[config.mk]
export PLATFORM = sky130hd
export DESIGN_NAME = boot_seq
export DESIGN_NICKNAME = d
export VERILOG_FILES = /design/src/rtl/boot_seq_pkg.sv /design/src/rtl/bseq_pc.sv /design/src/rtl/bseq_rpt.sv /design/src/rtl/bseq_argbuf.sv /design/src/rtl/boot_seq.sv
export SDC_FILE = /design/constraint.sdc
export NUM_CORES = 1
export LEC_CHECK = 0
export CORE_MARGIN = 1
export CORE_UTILIZATION = 45
export DETAILED_ROUTE_END_ITERATION = 10
export PLACE_DENSITY = 0.67
export SLEW_MARGIN = 20
export SYNTH_ARGS = -nofsm -noshare
export SYNTH_HDL_FRONTEND = slang
export SYNTH_SLANG_ARGS = --single-unit
[constraint.sdc]
create_clock -name clk -period 2.4 [get_ports clk]
set_input_delay 0.24 -clock clk [delete_from_list [all_inputs] [get_ports clk]]
set_output_delay 0.24 -clock clk [all_outputs]
set_load 0.005 [all_outputs]
[src/rtl/boot_seq_pkg.sv]
package boot_seq_pkg;

  typedef enum logic [1:0] {
    ST_OPC  = 2'd0,
    ST_ARG  = 2'd1,
    ST_BUS  = 2'd2,
    ST_DONE = 2'd3
  } seq_state_t;

  typedef enum logic [2:0] {
    BOP_STAT_RD = 3'd0,
    BOP_CMD_WR  = 3'd1,
    BOP_DAT_RD  = 3'd2,
    BOP_DAT_WR  = 3'd3,
    BOP_ATTR    = 3'd4
  } bus_op_t;

  typedef enum logic [3:0] {
    K_EXIT, K_NOP, K_WIDE_ON, K_WIDE_OFF, K_BUS,
    K_LOADRPT, K_JMP, K_DJNZ, K_BAD
  } op_kind_t;

  // Map an opcode byte to its instruction class.
  function automatic op_kind_t classify(input logic [7:0] b);
    case (b)
      8'h00, 8'hFF:                      return K_EXIT;
      8'hAA:                             return K_NOP;
      8'hB7:                             return K_WIDE_ON;
      8'hE9:                             return K_WIDE_OFF;
      8'h10, 8'h11, 8'h12, 8'h13, 8'h30: return K_BUS;
      8'h20:                             return K_LOADRPT;
      8'h80:                             return K_JMP;
      8'h81:                             return K_DJNZ;
      default:                           return K_BAD;
    endcase
  endfunction

  // Operand bytes that follow an opcode of the given class.
  function automatic logic [2:0] arg_len(input op_kind_t k);
    case (k)
      K_BUS, K_LOADRPT: return 3'd1;
      K_JMP, K_DJNZ:    return 3'd4;
      default:          return 3'd0;
    endcase
  endfunction

  // Register-bus operation carried out by a bus-class opcode.
  function automatic bus_op_t bus_op_of(input logic [7:0] b);
    case (b)
      8'h10:   return BOP_STAT_RD;
      8'h11:   return BOP_CMD_WR;
      8'h12:   return BOP_DAT_RD;
      8'h13:   return BOP_DAT_WR;
      default: return BOP_ATTR;
    endcase
  endfunction

endpackage

[src/rtl/bseq_pc.sv]
module bseq_pc #(
  parameter int ADDR_W = 32,
  parameter int NARROW_W = 24,
  parameter logic [ADDR_W-1:0] START_ADDR = '0
) (
  input  logic              clk,
  input  logic              rst_n,
  input  logic              step,
  input  logic              load,
  input  logic [ADDR_W-1:0] load_addr,
  input  logic              wide_nxt,
  output logic [ADDR_W-1:0] pc
);
  localparam logic [ADDR_W-1:0] NARROW_MASK =
    {{(ADDR_W-NARROW_W){1'b0}}, {NARROW_W{1'b1}}};

  // Apply the address mode that holds after this cycle.
  function automatic logic [ADDR_W-1:0] fit(input logic [ADDR_W-1:0] a,
                                            input logic w);
    return w ? a : (a & NARROW_MASK);
  endfunction

  always_ff @(posedge clk) begin
    if (!rst_n)      pc <= START_ADDR;
    else if (load)   pc <= fit(load_addr, wide_nxt);
    else if (step)   pc <= fit(pc + 1'b1, wide_nxt);
  end
endmodule

[src/rtl/bseq_rpt.sv]
module bseq_rpt #(
  parameter int RPT_W = 8
) (
  input  logic             clk,
  input  logic             rst_n,
  input  logic             load,
  input  logic [RPT_W-1:0] ld_val,
  input  logic             dec,
  output logic [RPT_W-1:0] cnt,
  output logic             dec_nz
);
  localparam logic [RPT_W-1:0] ONE = RPT_W'(1);

  function automatic logic [RPT_W-1:0] less_one(input logic [RPT_W-1:0] v);
    return v - ONE;
  endfunction

  assign dec_nz = (less_one(cnt) != '0);

  always_ff @(posedge clk) begin
    if (!rst_n)    cnt <= '0;
    else if (load) cnt <= ld_val;
    else if (dec)  cnt <= less_one(cnt);
  end
endmodule

[src/rtl/bseq_argbuf.sv]
module bseq_argbuf #(
  parameter int ADDR_W = 32
) (
  input  logic              clk,
  input  logic              rst_n,
  input  logic              start,
  input  logic [2:0]        len,
  input  logic              shift,
  input  logic [7:0]        din,
  output logic              last,
  output logic [ADDR_W-1:0] word_in
);
  logic [2:0]        rem;
  logic [ADDR_W-1:0] word;

  assign last    = (rem == 3'd1);
  assign word_in = {word[ADDR_W-9:0], din};

  always_ff @(posedge clk) begin
    if (!rst_n) begin
      rem  <= '0;
      word <= '0;
    end else if (start) begin
      rem  <= len;
      word <= '0;
    end else if (shift) begin
      rem  <= rem - 3'd1;
      word <= word_in;
    end
  end
endmodule

[src/rtl/boot_seq.sv]
module boot_seq
  import boot_seq_pkg::*;
#(
  parameter int ADDR_W = 32,
  parameter int NARROW_W = 24,
  parameter int RPT_W = 8,
  parameter logic [ADDR_W-1:0] START_ADDR = '0
) (
  input  logic              clk,
  input  logic              rst_n,
  input  logic              boot_strap,
  output logic              fetch_req,
  output logic [ADDR_W-1:0] fetch_addr,
  input  logic              fetch_ack,
  input  logic [7:0]        fetch_data,
  output logic              rb_valid,
  output logic [2:0]        rb_op,
  output logic [7:0]        rb_data,
  input  logic              rb_ready,
  output logic              busy,
  output logic              host_owns,
  output logic              err
);
  seq_state_t  state;
  op_kind_t    kind_q;
  op_kind_t    kind_now;
  logic [7:0]  opc_q;
  logic [7:0]  rb_data_q;
  logic        addr_wide;
  logic        wide_nxt;

  // Named internal events
  logic fetch_fire, op_fire, arg_fire, arg_done, bus_fire;
  logic arg_last, jump_take, rpt_load, rpt_dec, rpt_nz, arg_start;
  logic [ADDR_W-1:0] arg_word;
  logic [RPT_W-1:0]  rpt_cnt;

  assign kind_now   = classify(fetch_data);
  assign fetch_req  = (state == ST_OPC) || (state == ST_ARG);
  assign rb_valid   = (state == ST_BUS);
  assign rb_op      = bus_op_of(opc_q);
  assign rb_data    = rb_data_q;
  assign busy       = (state != ST_DONE);
  assign host_owns  = ~busy;

  assign fetch_fire = fetch_req & fetch_ack;
  assign op_fire    = fetch_fire & (state == ST_OPC);
  assign arg_fire   = fetch_fire & (state == ST_ARG);
  assign arg_done   = arg_fire & arg_last;
  assign bus_fire   = rb_valid & rb_ready;
  assign arg_start  = op_fire & (arg_len(kind_now) != 3'd0);
  assign rpt_load   = arg_done & (kind_q == K_LOADRPT);
  assign rpt_dec    = arg_done & (kind_q == K_DJNZ);
  assign jump_take  = arg_done & ((kind_q == K_JMP) ||
                                  ((kind_q == K_DJNZ) && rpt_nz));

  always_comb begin
    wide_nxt = addr_wide;
    if (op_fire && kind_now == K_WIDE_ON)  wide_nxt = 1'b1;
    if (op_fire && kind_now == K_WIDE_OFF) wide_nxt = 1'b0;
  end

  bseq_pc #(.ADDR_W(ADDR_W), .NARROW_W(NARROW_W), .START_ADDR(START_ADDR)) u_pc (
    .clk(clk), .rst_n(rst_n), .step(fetch_fire), .load(jump_take),
    .load_addr(arg_word), .wide_nxt(wide_nxt), .pc(fetch_addr)
  );

  bseq_rpt #(.RPT_W(RPT_W)) u_rpt (
    .clk(clk), .rst_n(rst_n), .load(rpt_load), .ld_val(RPT_W'(fetch_data)),
    .dec(rpt_dec), .cnt(rpt_cnt), .dec_nz(rpt_nz)
  );

  bseq_argbuf #(.ADDR_W(ADDR_W)) u_arg (
    .clk(clk), .rst_n(rst_n), .start(arg_start), .len(arg_len(kind_now)),
    .shift(arg_fire), .din(fetch_data), .last(arg_last), .word_in(arg_word)
  );

  always_ff @(posedge clk) begin
    if (!rst_n) begin
      state     <= boot_strap ? ST_OPC : ST_DONE;
      kind_q    <= K_NOP;
      opc_q     <= '0;
      rb_data_q <= '0;
      addr_wide <= 1'b0;
      err       <= 1'b0;
    end else begin
      addr_wide <= wide_nxt;
      case (state)
        ST_OPC: if (op_fire) begin
          opc_q  <= fetch_data;
          kind_q <= kind_now;
          case (kind_now)
            K_EXIT: state <= ST_DONE;
            K_BAD: begin
              state <= ST_DONE;
              err   <= 1'b1;
            end
            K_BUS, K_LOADRPT, K_JMP, K_DJNZ: state <= ST_ARG;
            default: state <= ST_OPC;
          endcase
        end
        ST_ARG: if (arg_done) begin
          if (kind_q == K_BUS) begin
            state     <= ST_BUS;
            rb_data_q <= fetch_data;
          end else begin
            state <= ST_OPC;
          end
        end
        ST_BUS: if (bus_fire) state <= ST_OPC;
        default: state <= ST_DONE;
      endcase
    end
  end
endmodule

After elaboration in Yosys (flattened, before gate mapping). Index checks and enable logic that the tools add are counted.

$add $sub $neg: 3. Equal/unequal tests: 34. Multiplexer cells: 21. Bitwise gates (word level): 11. Reduce and logical (&&, ||, !) cells: 24.

Operator list (count): two-way mux 32 bit (4); equality test 8 x 5 -> 1 bit, second input constant (8); equality test 8 bit, second input constant (6); adder 32 x 1 -> 32 bit, second input constant (1); equality test 4 x 3 -> 1 bit, second input constant (8); one-hot mux 4 bit (8 select lines) (1); equality test 8 x 6 -> 1 bit, second input constant (2); two-way mux 8 bit (2); two-way mux 2 bit (6); one-hot mux 3 bit (4 select lines) (1); OR reduction 2 bit (5); bitwise AND 1 bit (9); AND reduction 3 bit (3); equality test 4 x 2 -> 1 bit, second input constant (2); zero test 8 bit (1); nonzero test 8 bit (1); subtractor 8 x 1 -> 8 bit, second input constant (1); two-way mux 3 bit (2); != test 3 bit, second input constant (2); one-hot mux 2 bit (3 select lines) (1); one-hot mux 3 bit (2 select lines) (1); nonzero test 2 bit (3); OR reduction 5 bit (1); equality test 4 bit, second input constant (1); other kinds (16) (21).

Bits in registers: 91. Input bits: 13. Word-level logic and storage cells: 103.

Longest topological paths before layout. Gate-level depths: netlist of run 1.

Depth after elaboration: 10. Mapped depth: 10. Depth with buffers taken out: 7.

Hierarchy. From an unflattened synthesis of run 1, not the netlist that was laid out.

Cells, all modules: 567. Area total of the unflattened synthesis: 4974.8 um^2.

Modules (own cells, without submodules): bseq_pc (instances 1, cells an instance 244, area each 1936.9 um^2, seq. area each 640.6 um^2); boot_seq (instances 1, cells an instance 161, area each 1395.1 um^2, seq. area each 500.5 um^2); bseq_argbuf (instances 1, cells an instance 106, area each 1157.4 um^2, seq. area each 540.5 um^2); bseq_rpt (instances 1, cells an instance 56, area each 485.5 um^2, seq. area each 160.2 um^2).

Least setup slack after synthesis of run 1. OpenSTA, ideal clock, no wires.

Path kind: register to register. Start: register state[1]. End: register u_pc.pc[16]. Data arrival time: 1776 ps. Setup slack: 492 ps. Cell stages (with the launch flop): 11. Cells stage by stage: edfxtp_1 inv_1 ha_1 and2_1 clkbuf_1 nand3_1 a21o_1 buf_4 buf_6 a21oi_1 o221ai_1.

Longest elaborated chain between the ends: 7.

Ends and longest elaborated chain: start: declaration (line boot_seq.sv:24) `seq_state_t state;`; start signal: assignment (line boot_seq.sv:80) `state <= boot_strap ? ST_OPC : ST_DONE;`; equality test 2 x 1 -> 1 bit / zero test 2 bit (equally long branches) (line boot_seq.sv:39, boot_seq.sv:48); logical OR 1 bit (line boot_seq.sv:39) `assign fetch_req = (state == ST_OPC) || (state == ST_ARG);`; bitwise AND 1 bit (line boot_seq.sv:46) `assign fetch_fire = fetch_req & fetch_ack;`; bitwise AND 1 bit (line boot_seq.sv:48) `assign arg_fire = fetch_fire & (state == ST_ARG);`; bitwise AND 1 bit (line boot_seq.sv:49) `assign arg_done = arg_fire & arg_last;`; bitwise AND 1 bit (line boot_seq.sv:54) `assign jump_take = arg_done & ((kind_q == K_JMP) ||`; two-way mux 32 bit / nonzero test 2 bit (equally long branches); end signal: assignment (line bseq_pc.sv:25) `else if (load) pc <= fit(load_addr, wide_nxt);`; end signal: assignment (line bseq_pc.sv:26) `else if (step) pc <= fit(pc + 1'b1, wide_nxt);`; end: declaration (line bseq_pc.sv:12) `output logic [ADDR_W-1:0] pc`.

Several ways; a longest one is shown, not always the timed one. A chain may end at the register's enable or synchronous reset.

Worst setup path in the final report of run 1.
Start: register opc_q[5]. End: output rb_op[0].

Longest elaborated chain between the ends: 2.

Ends and longest elaborated chain: start: declaration (line boot_seq.sv:27) `logic [7:0] opc_q;`; start signal: assignment (line boot_seq.sv:90) `opc_q <= fetch_data;`; equality test 8 x 5 -> 1 bit (line boot_seq_pkg.sv:49) `case (b)`; one-hot mux 3 bit (4 select lines) * (line boot_seq_pkg.sv:49); end: declaration (line boot_seq.sv:17) `output logic [2:0] rb_op,`.

Mark *: on every way between the ends. The rest lies on a longest branch, timed or not.

==> impl_metrics.csv, run 1 <==
group,metric,value,unit
placed_design,preCtsSetupSlack,0.0489,ns
global_route,grt_pass1_vias,4421,
clock_tree,cts_buffer_depth,2,
yosys,synth_xor_area_share,3.42,%
sta,hold_viol_final,0,
placed_design,dp_hpwl,9890,µm
power_and_ir_drop,p_leak,2.17,nW
status,status,"completed",
yosys,synth_edf_count,2,
placed_design,dp_cells,791,
placed_design,portBuffers,60,
clock_tree,path_clk_slew,0.10,ns
clock_tree,numCtsBuffers,9,
yosys,syn-cell-area,0.00486,mm²
final_layout,drive_above_1_share,11.0,%
worst_setup_path,crit_path_max_fanout,3,
global_route,grt.busiest_layer,"met2",
sta,finalWorstSetupSlack,0.103,ns
yosys,ys_seq_area_share,37.9,%
yosys,postSynthCellCount,603,
yosys,synth.most_common_cell,"nand2_1",
yosys,yosys.area_share.simple,27.0,%
yosys,ys_warn_count,0,
worst_setup_path,critPathBufInv,1,
placed_design,place.gp.congestion,0.848,
routing,wl,13900,µm
sta,rsz0062_at_grt,"no",
routing,drt_iter0_drc,278,
routing,drc,0,
floorplan,start_util,46.7,%
routing,vias_per_cell,5.86,
clock_tree,root_buffer,"clkbuf_8",
final_layout,final_nets,689,
final_layout,synthToLayoutAreaGrowth,23.0,%
sta,clock.fmax,0.435,GHz
yosys,synth_compound_area_share,21.8,%
yosys,synth_top_cell_by_area,"dfxtp_1",
yosys,synthMuxAreaShare,1.65,%
sta,min_period_over_period,95.7,%
worst_setup_path,setup.worst_path.end_class,"primary output",
yosys,async_flop_share,0,%
final_layout,antenna_cells,0,
global_route,antenna_found_initial,0,
sta,fin_skew,0.0152,ns
clock_tree,htreeDepth,3,
power_and_ir_drop,power_density,629,mW/mm²
floorplan,coreArea,0.0104,mm²
worst_setup_path,crit_path_start_kind,"register",
floorplan,rows,37,
yosys,synth_fa_ha_area_share,2.31,%
run,max_cap_violations,0,
clock_tree,cts_sinks,91,
worst_setup_path,critPathTopFamily,"simple AND/OR/NAND/NOR gates",
floorplan,die_h,106,µm
yosys,synth_area_leaders,"dfxtp_1, nand2_1, a21oi_1, nor2_1, nand3_1",
final_layout,final_core_util,57.4,%
clock_tree,cts_hold_buf,0,
routing,ant_nets,0,
global_route,grt_overflow,0,
routing,post_drt_wl_per_cell,17.2,µm
sta,fin_setup_tns,0,ns
global_route,grt_max_degree,55,
global_route,gr-usage-met1,36.5,%
power_and_ir_drop,power,3.76,mW
yosys,synth.avg_cell_area,8.07,µm²
floorplan,die_area,0.0112,mm²
yosys,syn_nets,625,
final_layout,multiInputGateArea,0.00275,mm²
sta,timing.final.crit_period,2.30,ns
worst_setup_path,worst_ep_required_time,2.16,ns
yosys,synthFlopType,"dfxtp_1",
yosys,yosysUniqueCellTypes,66,
sta,tightest_slew,0.587,ns
hold_path,hold_class,"reg2reg",
global_route,met3_usage,3.49,%
yosys,synth-seq-cells,91,
clock_tree,clk_latency,0.37,ns
global_route,grt_pass1_wl,22800,µm
sta,drv_slew,0,
global_route,met2_usage,40.1,%
routing,first_pass_iters,5,
worst_setup_path,cp_slowest_stage_delay,0.54,ns
final_layout,seq_area,0.00184,mm²
worst_setup_path,worst_ep_arrival_time,2.06,ns
worst_setup_path,criticalPathCategory,"reg2out",
final_layout,final-instance-count-excl-fill,808,
floorplan,ios,61,
sta,slew_headroom,60.5,%
yosys,synth_top_family_by_area,"simple AND/OR/NAND/NOR gates",
floorplan,die_w,106,µm
routing,vias,4737,
power_and_ir_drop,irDropWorstVdd,0.000385,V
worst_setup_path,crit_chain,"or4b_4 -> nor3_4 -> and2_1 -> clkdlybuf4s50_1",
global_route,grt_util_all_layers,25.8,%
clock_tree,cts_tree,"yes",
yosys,yosys.area.top_type_share,36.6,%
sta,finalSetupViolations,0,
worst_setup_path,slowest_stage,"or4b_4",
yosys,yosys-top-cells-count,"nand2_1, dfxtp_1, a21oi_1",
final_layout,num-fill-cells,971,
-- what timing repair did --
item,4_1_cts,5_1_grt
endpoints found under the setup margin,3,5
gates resized for setup,3,1
buffers inserted,1,0
pin swaps,1,1
-- cell type report --
class / instances / share of cell area (%)
tap: 136 / 2.84
timing repair buffer: 97 / 15.3
inverter: 19 / 1.19
clock inverter: 5 / 1.38
sequential: 91 / 30.8
multi-input combinational: 449 / 46.0
clock buffer: 11 / 2.53
-- per-stage QoR --
step | hold slack (ns) | cell area (µm²)
after floorplan | 0.423 | 4860
after global placement | 0.437 | 5720
after detailed placement | 0.444 | 5720
after CTS | 0.458 | 5980
after global routing | 0.487 | 5980
final | 0.463 | 5980
-- power by group --
group | switching, mW | internal (mW) | leakage (nW)
logic | 0.482 | 0.356 | 1.31
registers | 0.0879 | 1.61 | 0.739
clock network | 0.576 | 0.648 | 0.120
-- metal layers --
| metal | vias to the layer above | share of wire (%) | wire length [µm] |
|---|---|---|---|
| met1 | 2250 | 47 | 6520 |
| li1 | 2288 | - | - |
| met2 | 177 | 46 | 6390 |
| met4 | 0 | 1.9 | 268 |
| met5 | - | 0 | 0 |
| met3 | 22 | 5.2 | 717 |
-- placed cells by master, fill, tap and decap left out, types with 15 or more instances in the layout --
cell type	netlist	routed
a21oi_1	55	55
buf_4	5	34
clkdlybuf4s50_1	0	60
dfxtp_1	89	89
inv_1	19	19
nand2_1	90	90
nand3_1	29	29
nor2_1	45	44
nor3_1	16	15
o21ai_0	19	18
-- sequential cells by signal, indices dropped and copies added (netlist names), 2 cells and up --
signal,flops
u_pc.pc,32
u_arg.word,24
opc_q,8
rb_data,8
u_rpt.cnt,8
kind_q,4
u_arg.rem,3
state,2
-- cell families (layout without fill, tap and decap cells) --
logic type,Yosys count,after routing
simple gates,259,259
compound gates,154,154
flops,91,91
buf+inv,63,132
xor+xnor,19,19
fa+ha+maj,9,9
mux,8,8
-- final timing paths --
kind,startpoint,to,slack (ns),cells past startpoint
hold reg to reg,opc_q[4]$_SDFFE_PN0P_,opc_q[4]$_SDFFE_PN0P_,0.46,2
setup / recovery,opc_q[5]$_SDFFE_PN0P_,rb_op[0],0.10,4
setup reg to reg,state[1]$_DFFE_PP_,rb_data[3]$_SDFFE_PN0P_,0.25,7
hold / removal,opc_q[4]$_SDFFE_PN0P_,opc_q[4]$_SDFFE_PN0P_,0.46,2
-- worst min-delay path, stage by stage, from the launching register on --
cell and delay, ns:
dfxtp_1 0.32, nand2_1 0.05, a21oi_1 0.05
(Power assumes the default switching activity.)
==> run 2, diff against run 1 <==
--- a/config.mk
+++ b/config.mk
@@ -5,7 +5,6 @@
 export SDC_FILE = /design/constraint.sdc
 export NUM_CORES = 1
 export LEC_CHECK = 0
-export CORE_MARGIN = 1
 export CORE_UTILIZATION = 45
 export DETAILED_ROUTE_END_ITERATION = 10
 export PLACE_DENSITY = 0.67
==> constraint.sdc (replaced) <==
create_clock -name clk -period 2.6 [get_ports clk]
set_input_delay 0.26 -clock clk [delete_from_list [all_inputs] [get_ports clk]]
set_output_delay 0.26 -clock clk [all_outputs]
set_load 0.005 [all_outputs]
==> run 2 against run 1 <==
Combinational power down 11%. Global-route usage fell by 0.98 points. First-iteration DRC count grew 21%. Die area stayed put. Sequential share of layout area rose by 0.71 points. Setup slack improved by 0.031 ns. Clock skew fell by 0.0035 ns. Core utilization is 1.3 points lower. Critical path depth is the same. Sequential power down 8%. Via count decreased by 2.3%. Register-to-register slack gained 0.05 ns.
==> impl_metrics.csv, run 2 (synthesis results as in run 1) <==
group,metric,value,unit
status,status,"completed",
clock_tree,numCtsBuffers,9,
sta,rsz0062_at_grt,"no",
worst_setup_path,crit_path_max_fanout,3,
routing,wl,13400,µm
placed_design,place.gp.congestion,0.856,
worst_setup_path,crit_chain,"or4b_2 -> nor3_2 -> and2_1 -> clkdlybuf4s50_1",
placed_design,preCtsSetupSlack,0.0684,ns
final_layout,final_common_cell,"nand2_1",
final_layout,final-instance-count-excl-fill,796,
sta,slew_headroom,59.6,%
sta,fin_setup_tns,0,ns
worst_setup_path,worst_ep_arrival_time,2.21,ns
sta,min_period_over_period,94.9,%
hold_path,hold_class,"reg2reg",
routing,first_pass_iters,4,
worst_setup_path,setup.worst_path.end_class,"primary output",
worst_setup_path,crit_path_start_kind,"register",
final_layout,antenna_cells,0,
clock_tree,cts_hold_buf,0,
final_layout,reg_top3,"u_pc.pc: 32 flops, u_arg.word: 24 flops",
final_layout,largest_reg_flops,32,
floorplan,rows,37,
clock_tree,root_buffer,"clkbuf_8",
clock_tree,path_clk_slew,0.09,ns
power_and_ir_drop,p_leak,2.09,nW
global_route,grt_overflow,0,
worst_setup_path,cp_slowest_stage_delay,0.68,ns
clock_tree,clk_latency,0.37,ns
floorplan,ios,61,
routing,vias_per_cell,5.81,
worst_setup_path,worst_ep_required_time,2.34,ns
clock_tree,cts_tree,"yes",
routing,drt_iter0_drc,335,
worst_setup_path,critPathTopFamily,"simple AND/OR/NAND/NOR gates",
clock_tree,cts_sinks,91,
sta,fin_skew,0.0117,ns
clock_tree,htreeDepth,3,
final_layout,synthToLayoutAreaGrowth,20.2,%
routing,vias,4628,
floorplan,coreArea,0.0104,mm²
final_layout,num-fill-cells,976,
run,max_cap_violations,0,
sta,drv_slew,0,
clock_tree,cts_buffer_depth,2,
sta,finalSetupViolations,0,
global_route,met3_usage,4.17,%
global_route,grt.busiest_layer,"met2",
routing,post_drt_wl_per_cell,16.8,µm
sta,tightest_slew,0.601,ns
sta,finalWorstSetupSlack,0.134,ns
placed_design,portBuffers,60,
floorplan,die_area,0.0112,mm²
sta,timing.final.crit_period,2.47,ns
final_layout,top_register,"u_pc.pc",
global_route,grt_pass1_wl,22000,µm
sta,clock.fmax,0.405,GHz
worst_setup_path,criticalPathCategory,"reg2out",
placed_design,dp_hpwl,9480,µm
sta,hold_viol_final,0,
worst_setup_path,slowest_stage,"or4b_2",
global_route,grt_pass1_vias,4365,
routing,drc,0,
power_and_ir_drop,power_density,570,mW/mm²
global_route,antenna_found_initial,0,
placed_design,dp_cells,780,
final_layout,final_nets,677,
routing,ant_nets,0,
floorplan,die_h,106,µm
global_route,grt_util_all_layers,24.9,%
power_and_ir_drop,irDropWorstVdd,0.000370,V
floorplan,die_w,106,µm
global_route,met2_usage,40.7,%
final_layout,layout_common_cells,"nand2_1, dfxtp_1, clkdlybuf4s50_1",
global_route,grt_max_degree,42,
global_route,gr-usage-met1,33.7,%
floorplan,start_util,46.7,%
worst_setup_path,critPathBufInv,1,
final_layout,drive_above_1_share,9.39,%
power_and_ir_drop,power,3.33,mW
==> run 2: final cells by class <==
type                    instances  area [µm²]  share of cell area, %
flip-flops and latches         91        1840                   31.5
inverters                      19        71.3                   1.22
clock inverters                 6        71.3                   1.22
well taps                     136         170                   2.91
repair buffers                 85         813                   13.9
clock buffers                  10         138                   2.35
multi-input cells             449        2740                   46.9
==> run 2: repair_timing <==
action | 4_1_cts | 5_1_grt
buffers inserted | 0 | 0
endpoints found under the setup margin | 0 | 3
resized for setup | 0 | 2
==> run 2: routing by layer <==
metal | vias up | wire, µm
met5 | - | 0
met4 | 0 | 195
met3 | 17 | 577
met2 | 125 | 6260
met1 | 2223 | 6330
li1 | 2263 | -
==> run 2: final timing paths <==
check	cells after the start	end	slack [ns]	startpoint
worst max-delay path	4	rb_op[0]	0.13	opc_q[5]$_SDFFE_PN0P_
worst min-delay path	2	opc_q[5]$_SDFFE_PN0P_	0.46	opc_q[5]$_SDFFE_PN0P_
worst max register to register	8	u_pc.pc[5]$_SDFFE_PN0P_	0.30	state[1]$_DFFE_PP_
worst min register to register	2	opc_q[5]$_SDFFE_PN0P_	0.46	opc_q[5]$_SDFFE_PN0P_
==> run 2: power breakdown <==
part / internal, mW / leakage (nW) / switching, mW
sequential: 1.49 / 0.739 / 0.0768
combinational: 0.306 / 1.24 / 0.440
clock: 0.481 / 0.105 / 0.540
==> run 2: per-stage QoR <==
step | instance area, µm² | hold WS [ns] | utilization [%]
2_1_floorplan | 4860 | 0.431 | -
3_3_place_gp | 5630 | 0.438 | 54.0
3_5_place_dp | 5630 | 0.446 | 54.0
4_1_cts | 5840 | 0.459 | 56.0
5_1_grt | 5850 | 0.493 | 56.1
6_report | 5850 | 0.460 | 56.1
==> run 2: worst reg2reg max path: stages (launching register included) <==
cell and delay (ns):
edfxtp_1 0.43, inv_1 0.10, ha_1 0.27, and2_1 0.33
nand3_1 0.17, a21oi_2 0.44, buf_4 0.24, nand3_1 0.12
o211ai_1 0.14
